==> config.mk <==
export PLATFORM = sky130hd
export DESIGN_NAME = arb_central
export DESIGN_NICKNAME = d
export VERILOG_FILES = /design/src/rtl/arb_pkg.sv /design/src/rtl/arb_sync.sv /design/src/rtl/arb_select.sv /design/src/rtl/arb_grant_timer.sv /design/src/rtl/arb_central.sv
export SDC_FILE = /design/constraint.sdc
export NUM_CORES = 1
export LEC_CHECK = 0
export ABC_AREA = 1
export ABC_CLOCK_PERIOD_IN_PS = 2000
export BUFFER_PORTS_ARGS = -buffer_cell sky130_fd_sc_hd__buf_2
export CAP_MARGIN = 25
export CORE_MARGIN = 2
export CORE_UTILIZATION = 55
export DETAILED_ROUTE_END_ITERATION = 10
export GPL_ROUTABILITY_DRIVEN = 1
export PLACE_DENSITY = 0.76
export SLEW_MARGIN = 30
export SYNTH_ARGS = -nofsm -noshare
export SYNTH_HDL_FRONTEND = slang
export SYNTH_SLANG_ARGS = --single-unit
export TNS_END_PERCENT = 50
==> constraint.sdc <==
create_clock -name clk -period 2 [get_ports clk]
set_input_delay 0.6 -clock clk [delete_from_list [all_inputs] [get_ports clk]]
set_output_delay 0.6 -clock clk [all_outputs]
set_load 0.02 [all_outputs]
==> src/rtl/arb_pkg.sv <==
package arb_pkg;
  typedef enum logic [1:0] {
    MODE_PRI = 2'b00,
    MODE_RRS = 2'b01,
    MODE_SGL = 2'b10,
    MODE_RSV = 2'b11
  } arb_mode_e;

  typedef enum logic [1:0] {
    ST_IDLE  = 2'b00,
    ST_GRANT = 2'b01,
    ST_HELD  = 2'b10
  } arb_state_e;

  localparam int CFG_W = 3;
  localparam int CFG_TMR_BIT = 2;
endpackage

==> src/rtl/arb_sync.sv <==
module arb_sync #(
  parameter int W = 1,
  parameter int STAGES = 2,
  parameter logic [W-1:0] RST_VAL = '1
) (
  input  logic         clk,
  input  logic         rst_n,
  input  logic [W-1:0] d,
  output logic [W-1:0] q
);
  logic [W-1:0] stg [STAGES];

  for (genvar s = 0; s < STAGES; s++) begin : g_stage
    if (s == 0) begin : g_first
      always_ff @(posedge clk or negedge rst_n) begin
        if (!rst_n) stg[s] <= RST_VAL;
        else        stg[s] <= d;
      end
    end else begin : g_next
      always_ff @(posedge clk or negedge rst_n) begin
        if (!rst_n) stg[s] <= RST_VAL;
        else        stg[s] <= stg[s-1];
      end
    end
  end

  assign q = stg[STAGES-1];
endmodule

==> src/rtl/arb_select.sv <==
module arb_select
  import arb_pkg::*;
#(
  parameter int LEVELS = 4,
  localparam int IDXW = $clog2(LEVELS)
) (
  input  logic [LEVELS-1:0] req,
  input  arb_mode_e         mode,
  input  logic [IDXW-1:0]   last,
  output logic              any,
  output logic [IDXW-1:0]   win
);
  // Highest active level wins; result is {hit, index}.
  function automatic logic [IDXW:0] pick_top(input logic [LEVELS-1:0] v);
    logic [IDXW:0] r;
    r = '0;
    for (int i = LEVELS - 1; i >= 0; i--) begin
      if (!r[IDXW] && v[i]) r = {1'b1, IDXW'(i)};
    end
    return r;
  endfunction

  // Search downward from the level below the previous winner, wrapping.
  function automatic logic [IDXW:0] pick_rotate(input logic [LEVELS-1:0] v,
                                                input logic [IDXW-1:0] prev);
    logic [IDXW:0] r;
    int j;
    r = '0;
    for (int k = 1; k <= LEVELS; k++) begin
      j = (int'(prev) + LEVELS - k) % LEVELS;
      if (!r[IDXW] && v[j]) r = {1'b1, IDXW'(j)};
    end
    return r;
  endfunction

  logic [IDXW:0] top_res, rot_res;

  always_comb begin
    top_res = pick_top(req);
    rot_res = pick_rotate(req, last);
    unique case (mode)
      MODE_RRS: begin any = rot_res[IDXW]; win = rot_res[IDXW-1:0]; end
      MODE_SGL: begin any = req[LEVELS-1]; win = IDXW'(LEVELS - 1); end
      default:  begin any = top_res[IDXW]; win = top_res[IDXW-1:0]; end
    endcase
  end
endmodule

==> src/rtl/arb_grant_timer.sv <==
module arb_grant_timer #(
  parameter int TIMEOUT = 256,
  localparam int CW = $clog2(TIMEOUT),
  localparam logic [CW-1:0] LIMIT = CW'(TIMEOUT - 1)
) (
  input  logic clk,
  input  logic rst_n,
  input  logic clear,
  input  logic run,
  input  logic enable,
  output logic expire
);
  logic [CW-1:0] cnt;

  always_ff @(posedge clk or negedge rst_n) begin
    if (!rst_n)                   cnt <= '0;
    else if (clear)               cnt <= '0;
    else if (run && cnt != LIMIT) cnt <= cnt + CW'(1);
  end

  assign expire = run && enable && (cnt == LIMIT);

  // while a grant runs the count advances by one each cycle until it tops out
  assert_count_steps_R8: assert property (@(posedge clk) disable iff (!rst_n)
    ($past(run) && !$past(clear) && $past(cnt) != LIMIT) |-> cnt == $past(cnt) + CW'(1));
endmodule

==> src/rtl/arb_central.sv <==
module arb_central
  import arb_pkg::*;
#(
  parameter int LEVELS = 4,
  parameter int SYNC_STAGES = 2,
  parameter int TIMEOUT = 256,
  localparam int IDXW = $clog2(LEVELS)
) (
  input  logic              clk,
  input  logic              rst_n,
  input  logic [LEVELS-1:0] req_n,
  input  logic              busy_n,
  input  logic              cfg_wr_en,
  input  logic [CFG_W-1:0]  cfg_wr_data,
  output logic [LEVELS-1:0] grant_n
);
  logic [LEVELS-1:0] req_n_s;
  logic              busy_n_s;
  logic [LEVELS-1:0] req_s;
  logic              busy_s;

  arb_sync #(.W(LEVELS), .STAGES(SYNC_STAGES), .RST_VAL('1)) i_req_sync (
    .clk(clk), .rst_n(rst_n), .d(req_n), .q(req_n_s));
  arb_sync #(.W(1), .STAGES(SYNC_STAGES), .RST_VAL(1'b1)) i_busy_sync (
    .clk(clk), .rst_n(rst_n), .d(busy_n), .q(busy_n_s));

  assign req_s  = ~req_n_s;
  assign busy_s = ~busy_n_s;

  arb_state_e        state;
  arb_mode_e         mode_act, mode_pend;
  logic              tmr_en;
  logic [IDXW-1:0]   win_q, last_q;
  logic              sel_any;
  logic [IDXW-1:0]   sel_win;
  logic              tmr_expire;

  // Named events for the checks
  logic grant_issue, grant_taken, grant_expire, mode_apply;

  arb_select #(.LEVELS(LEVELS)) i_select (
    .req(req_s), .mode(mode_act), .last(last_q), .any(sel_any), .win(sel_win));

  arb_grant_timer #(.TIMEOUT(TIMEOUT)) i_timer (
    .clk(clk), .rst_n(rst_n), .clear(grant_issue), .run(state == ST_GRANT),
    .enable(tmr_en), .expire(tmr_expire));

  assign grant_issue  = (state == ST_IDLE) && !busy_s && sel_any;
  assign grant_taken  = (state == ST_GRANT) && busy_s;
  assign grant_expire = (state == ST_GRANT) && !busy_s && tmr_expire;
  assign mode_apply   = (state == ST_IDLE);

  always_ff @(posedge clk or negedge rst_n) begin
    if (!rst_n) begin
      mode_pend <= MODE_PRI;
      tmr_en    <= 1'b1;
    end else if (cfg_wr_en) begin
      mode_pend <= arb_mode_e'(cfg_wr_data[1:0]);
      tmr_en    <= cfg_wr_data[CFG_TMR_BIT];
    end
  end

  always_ff @(posedge clk or negedge rst_n) begin
    if (!rst_n)          mode_act <= MODE_PRI;
    else if (mode_apply) mode_act <= mode_pend;
  end

  always_ff @(posedge clk or negedge rst_n) begin
    if (!rst_n) begin
      state  <= ST_IDLE;
      win_q  <= '0;
      last_q <= '0;
    end else begin
      unique case (state)
        ST_IDLE: if (grant_issue) begin
          state  <= ST_GRANT;
          win_q  <= sel_win;
          last_q <= sel_win;
        end
        ST_GRANT: begin
          if (grant_taken)       state <= ST_HELD;
          else if (grant_expire) state <= ST_IDLE;
        end
        ST_HELD: if (!busy_s) state <= ST_IDLE;
        default: state <= ST_IDLE;
      endcase
    end
  end

  assign grant_n = (state == ST_GRANT) ? ~(LEVELS'(1) << win_q) : '1;

  // never more than one grant low
  assert_one_grant_R2: assert property (@(posedge clk) disable iff (!rst_n)
    $onehot0(~grant_n));
  // a grant only begins after a cycle with the bus free
  assert_grant_on_free_bus_R7: assert property (@(posedge clk) disable iff (!rst_n)
    (state == ST_GRANT && $past(state) == ST_IDLE) |-> !$past(busy_s));
  // takeover drops the grant next cycle
  assert_taken_release_R6: assert property (@(posedge clk) disable iff (!rst_n)
    grant_taken |=> grant_n == '1);
  // no grant while the bus is held
  assert_held_quiet_R6: assert property (@(posedge clk) disable iff (!rst_n)
    (state == ST_HELD) |-> grant_n == '1);
  // watchdog expiry withdraws the grant
  assert_expire_release_R8: assert property (@(posedge clk) disable iff (!rst_n)
    grant_expire |=> grant_n == '1);
  // single-level arbitration only ever picks the top level
  assert_sgl_top_R5: assert property (@(posedge clk) disable iff (!rst_n)
    (state == ST_GRANT && $past(state) == ST_IDLE && $past(mode_act) == MODE_SGL)
      |-> win_q == IDXW'(LEVELS - 1));
  // the active policy moves only out of idle
  assert_mode_frozen_R10: assert property (@(posedge clk) disable iff (!rst_n)
    !$stable(mode_act) |-> $past(state) == ST_IDLE);
  // the winner is always a level that requested
  assert_winner_requested_R3: assert property (@(posedge clk) disable iff (!rst_n)
    grant_issue |-> req_s[sel_win]);
endmodule

==> flow_summary.ini, run 1 <==
[final_layout]
drive_gt1_frac = 0.2649
antenna_cells = 0
nNetsFinal = 204
final_util = 0.6404
area_delta_synth_final_pct = 11.03

[power_and_ir_drop]
swShare = 0.4618
p_clk_frac = 0.105
power_density_nw_per_um2 = 1346
leakagePower_nw = 0.7777
power_frac_seq = 0.350
intPower_mw = 1.149
peakVddDrop_uv = 902.5
combPwrFrac = 0.545
p_switching_mw = 0.9861

[setup_path]
arrival_ps = 1300
crit_fanout = 8
cp_data_required_time_ps = 1400
worstPathCellList = inv_2, ha_1, nand2_1, buf_2
crit_type = register to primary output
r2r-start = last_q[0]
cp-start-kind = register
cp.buffers_inverters = 2
cp_top_family = flip-flops
slowest_delay_ps = 470
reg2regPathDepth = 11
r2r_end = last_q[1]
rrSetupSlack_ps = 220
cp-end-kind = primary output
crit_path_top_delay_cell = dfrtp_2

[routing]
wl_per_cell_um = 12.84
viasPerCell = 5.456
initialDrtViolationCount = 40
vias = 1173
drtPass1Iterations = 4
wirelength_um = 2760
drtAntennaViolNets = 0
drc = 0

[cts]
cts_buffer_depth = 2
cts_tree = built
worstSkewPairLatency_ps = 320
clkTransAtPathRegs_ps = 140
root_buffer = clkbuf_4
clock_sinks = 27
htree_levels = 1
numCtsBuffers = 3

[logic_synthesis]
synthCells = 164
ys_ff_latch = 27
yosys_warnings = 0
yosys-top-cells-area = dfrtp_1 28%, dfstp_2 20%, nand2_1 11%
yosysSeqAreaShare = 0.4825
synth_fp_nets = 182
yosysUniqueCellTypes = 28
yosysTopAreaCellShare = 0.2802
synth.largest_area_cell = dfrtp_1
syn_area_um2 = 1429
syn_area_per_cell_um2 = 8.713

[placement]
gp_congestion = 0.8111
dp.final_hpwl_um = 2060
post-place-ws_ps = 142.6
portBuffers = 14

[sta]
timing.final.crit_share = 0.9492
slew_headroom = 0.6256
finalHoldViolCount = 0
slew_violations = 0
worst_slew_pin_slew_ps = 561.5
clock_skew_ps = 12.82
timing.fmax_mhz = 526.8
finalSetupViolCount = 0
finalWorstSetupSlack_ps = 101.6
rsz0062_at_grt = no
min_period_ps = 1898
setup_tns_ps = 0

[die]
core_region_area_um2 = 2477
fp.dieW_um = 54.97
start_util = 0.5768
num_rows = 18
fp.dieH_um = 54.97
die-area_um2 = 3022
ios = 15

[run_status]
outcome = finished clean

[worst_hold_path]
hold_path.class = input port to async pin

[grt]
overflow = 0
antenna_found_initial = 0
grt_usage = 0.2002
grt_pass1_vias = 1046
grt_max_degree = 28
grt_first_pass_wirelength_um = 4319

[job]
maxCapViolations = 0
## cell families (layout without fill, tap and decap cells)
group	Yosys count	after routing	synth area share
buf+inv	20	41	0.05254
compound gates	15	15	0.07093
xor+xnor	3	3	0.01839
flops	27	27	0.4825
mux	2	2	0.01576
fa+ha+maj	7	7	0.06129
simple gates	90	90	0.2986
## routing by layer
| layer | share of wire | track usage | vias to the layer above | routed length (µm) |
|---|---|---|---|---|
| li1 | - | - | 579 | - |
| met2 | 0.52 | 0.3631 | 36 | 1443 |
| met1 | 0.42 | 0.2359 | 552 | 1166 |
| met4 | 0.018 | 0.07317 | 0 | 50 |
| met3 | 0.036 | 0.03495 | 6 | 100 |
| met5 | 0 | 0 | - | 0 |
## power by group through the flow
| stage | sequential [mW] | clock [mW] | combinational, mW |
|---|---|---|---|
| final | 0.747 | 0.225 | 1.16 |
| after detailed placement | 0.761 | 0 | 1.10 |
| after global routing | 0.764 | 0.249 | 1.28 |
| after global placement | 0.753 | 0 | 1.04 |
| after floorplan | 0.750 | 0 | 0.856 |
| after CTS | 0.751 | 0.233 | 1.10 |
## synth_stat cells
| cell type | number |
|---|---|
| nand3_1 | 19 |
| o22ai_1 | 1 |
| dfrtp_1 | 16 |
| nor2_4 | 1 |
| nand4_1 | 4 |
| o21ai_1 | 1 |
| nand2_1 | 42 |
| xor2_1 | 2 |
| nor3b_1 | 2 |
| nor3_1 | 2 |
| mux2_2 | 2 |
| a21oi_1 | 3 |
| nand3_2 | 2 |
| dfstp_2 | 11 |
| inv_2 | 2 |
| nand2_2 | 4 |
| o21ai_0 | 4 |
| ha_1 | 7 |
| nor2_2 | 3 |
| o21ai_2 | 1 |
| inv_1 | 18 |
| nand2_4 | 1 |
| o211ai_1 | 2 |
| a21oi_4 | 1 |
| xnor2_1 | 1 |
| nor2_1 | 10 |
| a22oi_1 | 1 |
| a21boi_0 | 1 |
## state kept, by name, summed over array words and instances, names as in the netlist
signal,cells
i_busy_sync.stg,1
i_req_sync.q,4
i_timer.cnt,8
i_busy_sync.q,1
last_q,2
mode_pend,2
tmr_en,1
state,2
i_req_sync.stg,4
mode_act,2
## final cells by class
class,instances,area (µm²)
Clock buffer,4,26.28
Timing Repair Buffer,17,92.59
Sequential cell,27,690.7
Inverter,20,75.07
Multi-Input combinational cell,117,664.4
Fill cell,219,890.9
Tap cell,30,37.54
## placed cells by master, fill, tap and decap left out, drive strengths merged, types with 2 or more instances in the layout
cell / instances
nor2: 14
dfstp: 11
buf: 17
a21oi: 4
clkbuf: 4
xor2: 2
mux2: 2
inv: 20
nand3: 21
o211ai: 2
dfrtp: 16
nand4: 4
nand2: 47
nor3: 2
ha: 7
nor3b: 2
o21ai: 6
## repair_timing
item,in CTS,in global routing
endpoints found under the setup margin,0,4
hold buffers,0,0
gates resized for setup,0,1
setup buffers,0,2
## metrics by stage
stage / power [mW] / std cells / hold WS [ps] / instance area (µm²)
after floorplan: 1.606 / 164 / 304.4 / 1429
after global placement: 1.797 / 209 / 346.4 / 1544
after detailed placement: 1.858 / 209 / 349.8 / 1544
after CTS: 2.084 / 213 / 258.9 / 1570
after global routing: 2.292 / 215 / 282.4 / 1587
final: 2.135 / 215 / 248.3 / 1587
## worst max-delay path by stage
stage / startpoint / depth (start not counted) / endpoint / slack [ps]
2_1_floorplan: last_q[0] / 11 / last_q[1] / 330
3_3_place_gp: last_q[0] / 11 / last_q[1] / 230
3_5_place_dp: last_q[0] / 11 / last_q[1] / 140
4_1_cts: last_q[0] / 4 / grant_n[0] / 7
5_1_grt: last_q[0] / 4 / grant_n[0] / 7
6_report: last_q[0] / 4 / grant_n[0] / 100
(Power assumes the default switching activity.)
==> run 2, diff against run 1 <==
--- a/config.mk
+++ b/config.mk
@@ -17,5 +17,6 @@
 export SLEW_MARGIN = 30
 export SYNTH_ARGS = -nofsm -noshare
 export SYNTH_HDL_FRONTEND = slang
+export SYNTH_HIERARCHICAL = 1
 export SYNTH_SLANG_ARGS = --single-unit
 export TNS_END_PERCENT = 50
==> flow_summary.ini, run 2 <==
[run_status]
outcome = finished, violations left
violations = setup timing

[routing]
wl_per_cell_um = 10.63
drtPass1Iterations = 5
wirelength_um = 2870
initialDrtViolationCount = 38
drtAntennaViolNets = 0
viasPerCell = 4.959
vias = 1339
drc = 0

[grt]
grt_pass1_vias = 1112
grt_max_degree = 28
antenna_found_initial = 0
grt_first_pass_wirelength_um = 4740
overflow = 0
grt_usage = 0.1816

[placement]
portBuffers = 14
dpl_cell_area_um2 = 1787
gp_congestion = 0.8839
dp.final_hpwl_um = 2127

[logic_synthesis]
yosysUniqueCellTypes = 29
ys_ff_latch = 27
ys_async_sr_fraction = 1.000
yosysTopAreaCellShare = 0.2448
syn_area_per_cell_um2 = 7.606
synth_commonest_cells = 67 x nand2_1, 29 x inv_1, 27 x nand3_1
synth.largest_area_cell = dfrtp_1
synth-edff-count = 0
syn_area_um2 = 1635
synthFlopType = dfrtp_1
yosys_warnings = 6
yosysSeqAreaShare = 0.4216
yosys-top-cells-area = dfrtp_1 24%, dfstp_2 18%, nand2_1 15%
synthCells = 215
yosysMostFrequentCell = nand2_1
synth_fp_nets = 229

[job]
maxCapViolations = 0

[sta]
finalHoldViolCount = 0
worst_slew_pin_slew_ps = 587.9
setup_tns_ps = -24.91
slew_headroom = 0.6081
whs_ps = 242.2
finalSetupViolCount = 2
clock_skew_ps = 9.936
rsz0062_at_grt = yes
timing.fmax_mhz = 496.1
slew_violations = 0
timing.final.crit_share = 1.008
finalWorstSetupSlack_ps = -15.72
min_period_ps = 2016

[setup_path]
arrival_ps = 1420
crit_fanout = 7
r2r-start = win_q[0]
cp_data_required_time_ps = 1400
cp.buffers_inverters = 4
crit_type = register to primary output
r2r_end = i_timer/cnt[6]
worst_path_most_repeated_cell = buf_6
reg2regPathDepth = 17
worstPathCellList = buf_6, buf_6, inv_4, nand3_2, buf_6
cp_top_family = flip-flops
slowest_delay_ps = 520
crit_path_top_delay_cell = dfrtp_2
cp-end-kind = primary output
cp-start-kind = register
rrSetupSlack_ps = 70

[final_layout]
area_delta_synth_final_pct = 16.53
layout_commonest_cell = nand2_1
final_area_um2 = 1906
nNetsFinal = 254
antenna_cells = 0
drive_gt1_frac = 0.3515
final_cell_mix = 64 x nand2_1, 23 x inv_1, 20 x nand3_1, 15 x dfrtp_1, 13 x nand2_2
regMostFlops = i_timer/cnt
largest_reg_flops = 8

[power_and_ir_drop]
power_density_nw_per_um2 = 1316
p_total_mw = 2.509
peakVddDrop_uv = 1017
swShare = 0.4594
power_frac_seq = 0.321
p_switching_mw = 1.152
leakagePower_nw = 1.004
combPwrFrac = 0.579
intPower_mw = 1.356
p_clk_frac = 0.100

[cts]
root_buffer = clkbuf_4
clkTransAtPathRegs_ps = 160
clock_sinks = 27
postCtsHoldBufs = 0
cts_buffer_depth = 2
htree_levels = 1
worstSkewPairLatency_ps = 330
cts_tree = built
numCtsBuffers = 3

[die]
die-area_um2 = 3426
core_region_area_um2 = 2781
num_rows = 19
ios = 15
start_util = 0.5879
fp.dieW_um = 58.53
fp.dieH_um = 58.53

[worst_hold_path]
hold_path.class = input port to async pin
[run 2: worst max path at each step]
stage	start	end	slack, ps	cells past startpoint
after detailed placement	win_q[0]	i_timer/cnt[2]	-40	16
final	win_q[0]	grant_n[0]	-20	5
after global placement	win_q[0]	i_timer/cnt[2]	-30	16
after global routing	win_q[0]	i_timer/cnt[1]	-80	17
after floorplan	i_req_sync/q[3]	i_timer/cnt[0]	3	18
after CTS	i_req_sync/q[3]	i_timer/cnt[6]	3	17
[run 2: per-layer routing]
metal / GRT usage / part of all wire / vias up
met4: 0.06977 / 0.0059 / 0
met2: 0.2937 / 0.50 / 17
met1: 0.2518 / 0.48 / 602
met5: 0 / 0 / -
li1: - / - / 718
met3: 0.01978 / 0.022 / 2
[run 2: layout make-up]
type                    count  area [µm²]
fillers                   232       875.8
multi-input cells         148       803.3
flip-flops and latches     27       690.7
repair buffers             26       198.9
inverters                  34       142.6
well taps                  31       38.79
clock buffers               3       22.52
clock inverters             1       8.758
[run 2: power by group through the flow]
stage | Sequential [mW] | Combinational, mW | Clock [mW]
2_1_floorplan | 0.770 | 0.979 | 0
3_3_place_gp | 0.809 | 1.29 | 0
3_5_place_dp | 0.809 | 1.30 | 0
4_1_cts | 0.803 | 1.31 | 0.263
5_1_grt | 0.820 | 1.64 | 0.282
6_report | 0.805 | 1.45 | 0.251
[run 2: logic make-up after synthesis]
logic type,count (synthesis),share of synthesized area
buffers and inverters,40,0.1132
adder cells (fa/ha/maj),3,0.02296
flip-flops,27,0.4216
AO/OA/AOI/OAI,20,0.07039
AND/OR/NAND/NOR,125,0.3718
[run 2: worst reg2reg max path, cell delays in order, from the launching register on]
cell,delay (ps)
dfrtp_2,520
buf_6,160
nand2_1,50
nand2_1,70
nand2_2,60
nand2_2,90
nor2_4,40
nand2_2,60
o21ai_1,50
a32oi_1,150
nand2_1,80
inv_2,60
nand2_2,50
inv_2,70
inv_2,50
buf_12,130
nand3_1,80
nand2_1,50
[run 2: stage by stage]
| stage | setup WS (ps) | utilization | cells |
|---|---|---|---|
| final | -15.72 | 0.6851 | 270 |
| after global routing | -78.49 | 0.6851 | 270 |
| after CTS | 2.740 | 0.6541 | 268 |
| after detailed placement | -35.85 | 0.6424 | 264 |
| after global placement | -26.33 | 0.6424 | 264 |
| after floorplan | 2.578 | - | 215 |
[run 2: what timing repair did]
action                                  4_1_cts  5_1_grt
endpoints found under the setup margin       11       11
pin swaps                                     0        7
resized for setup                             1       27
setup buffers                                 0        2
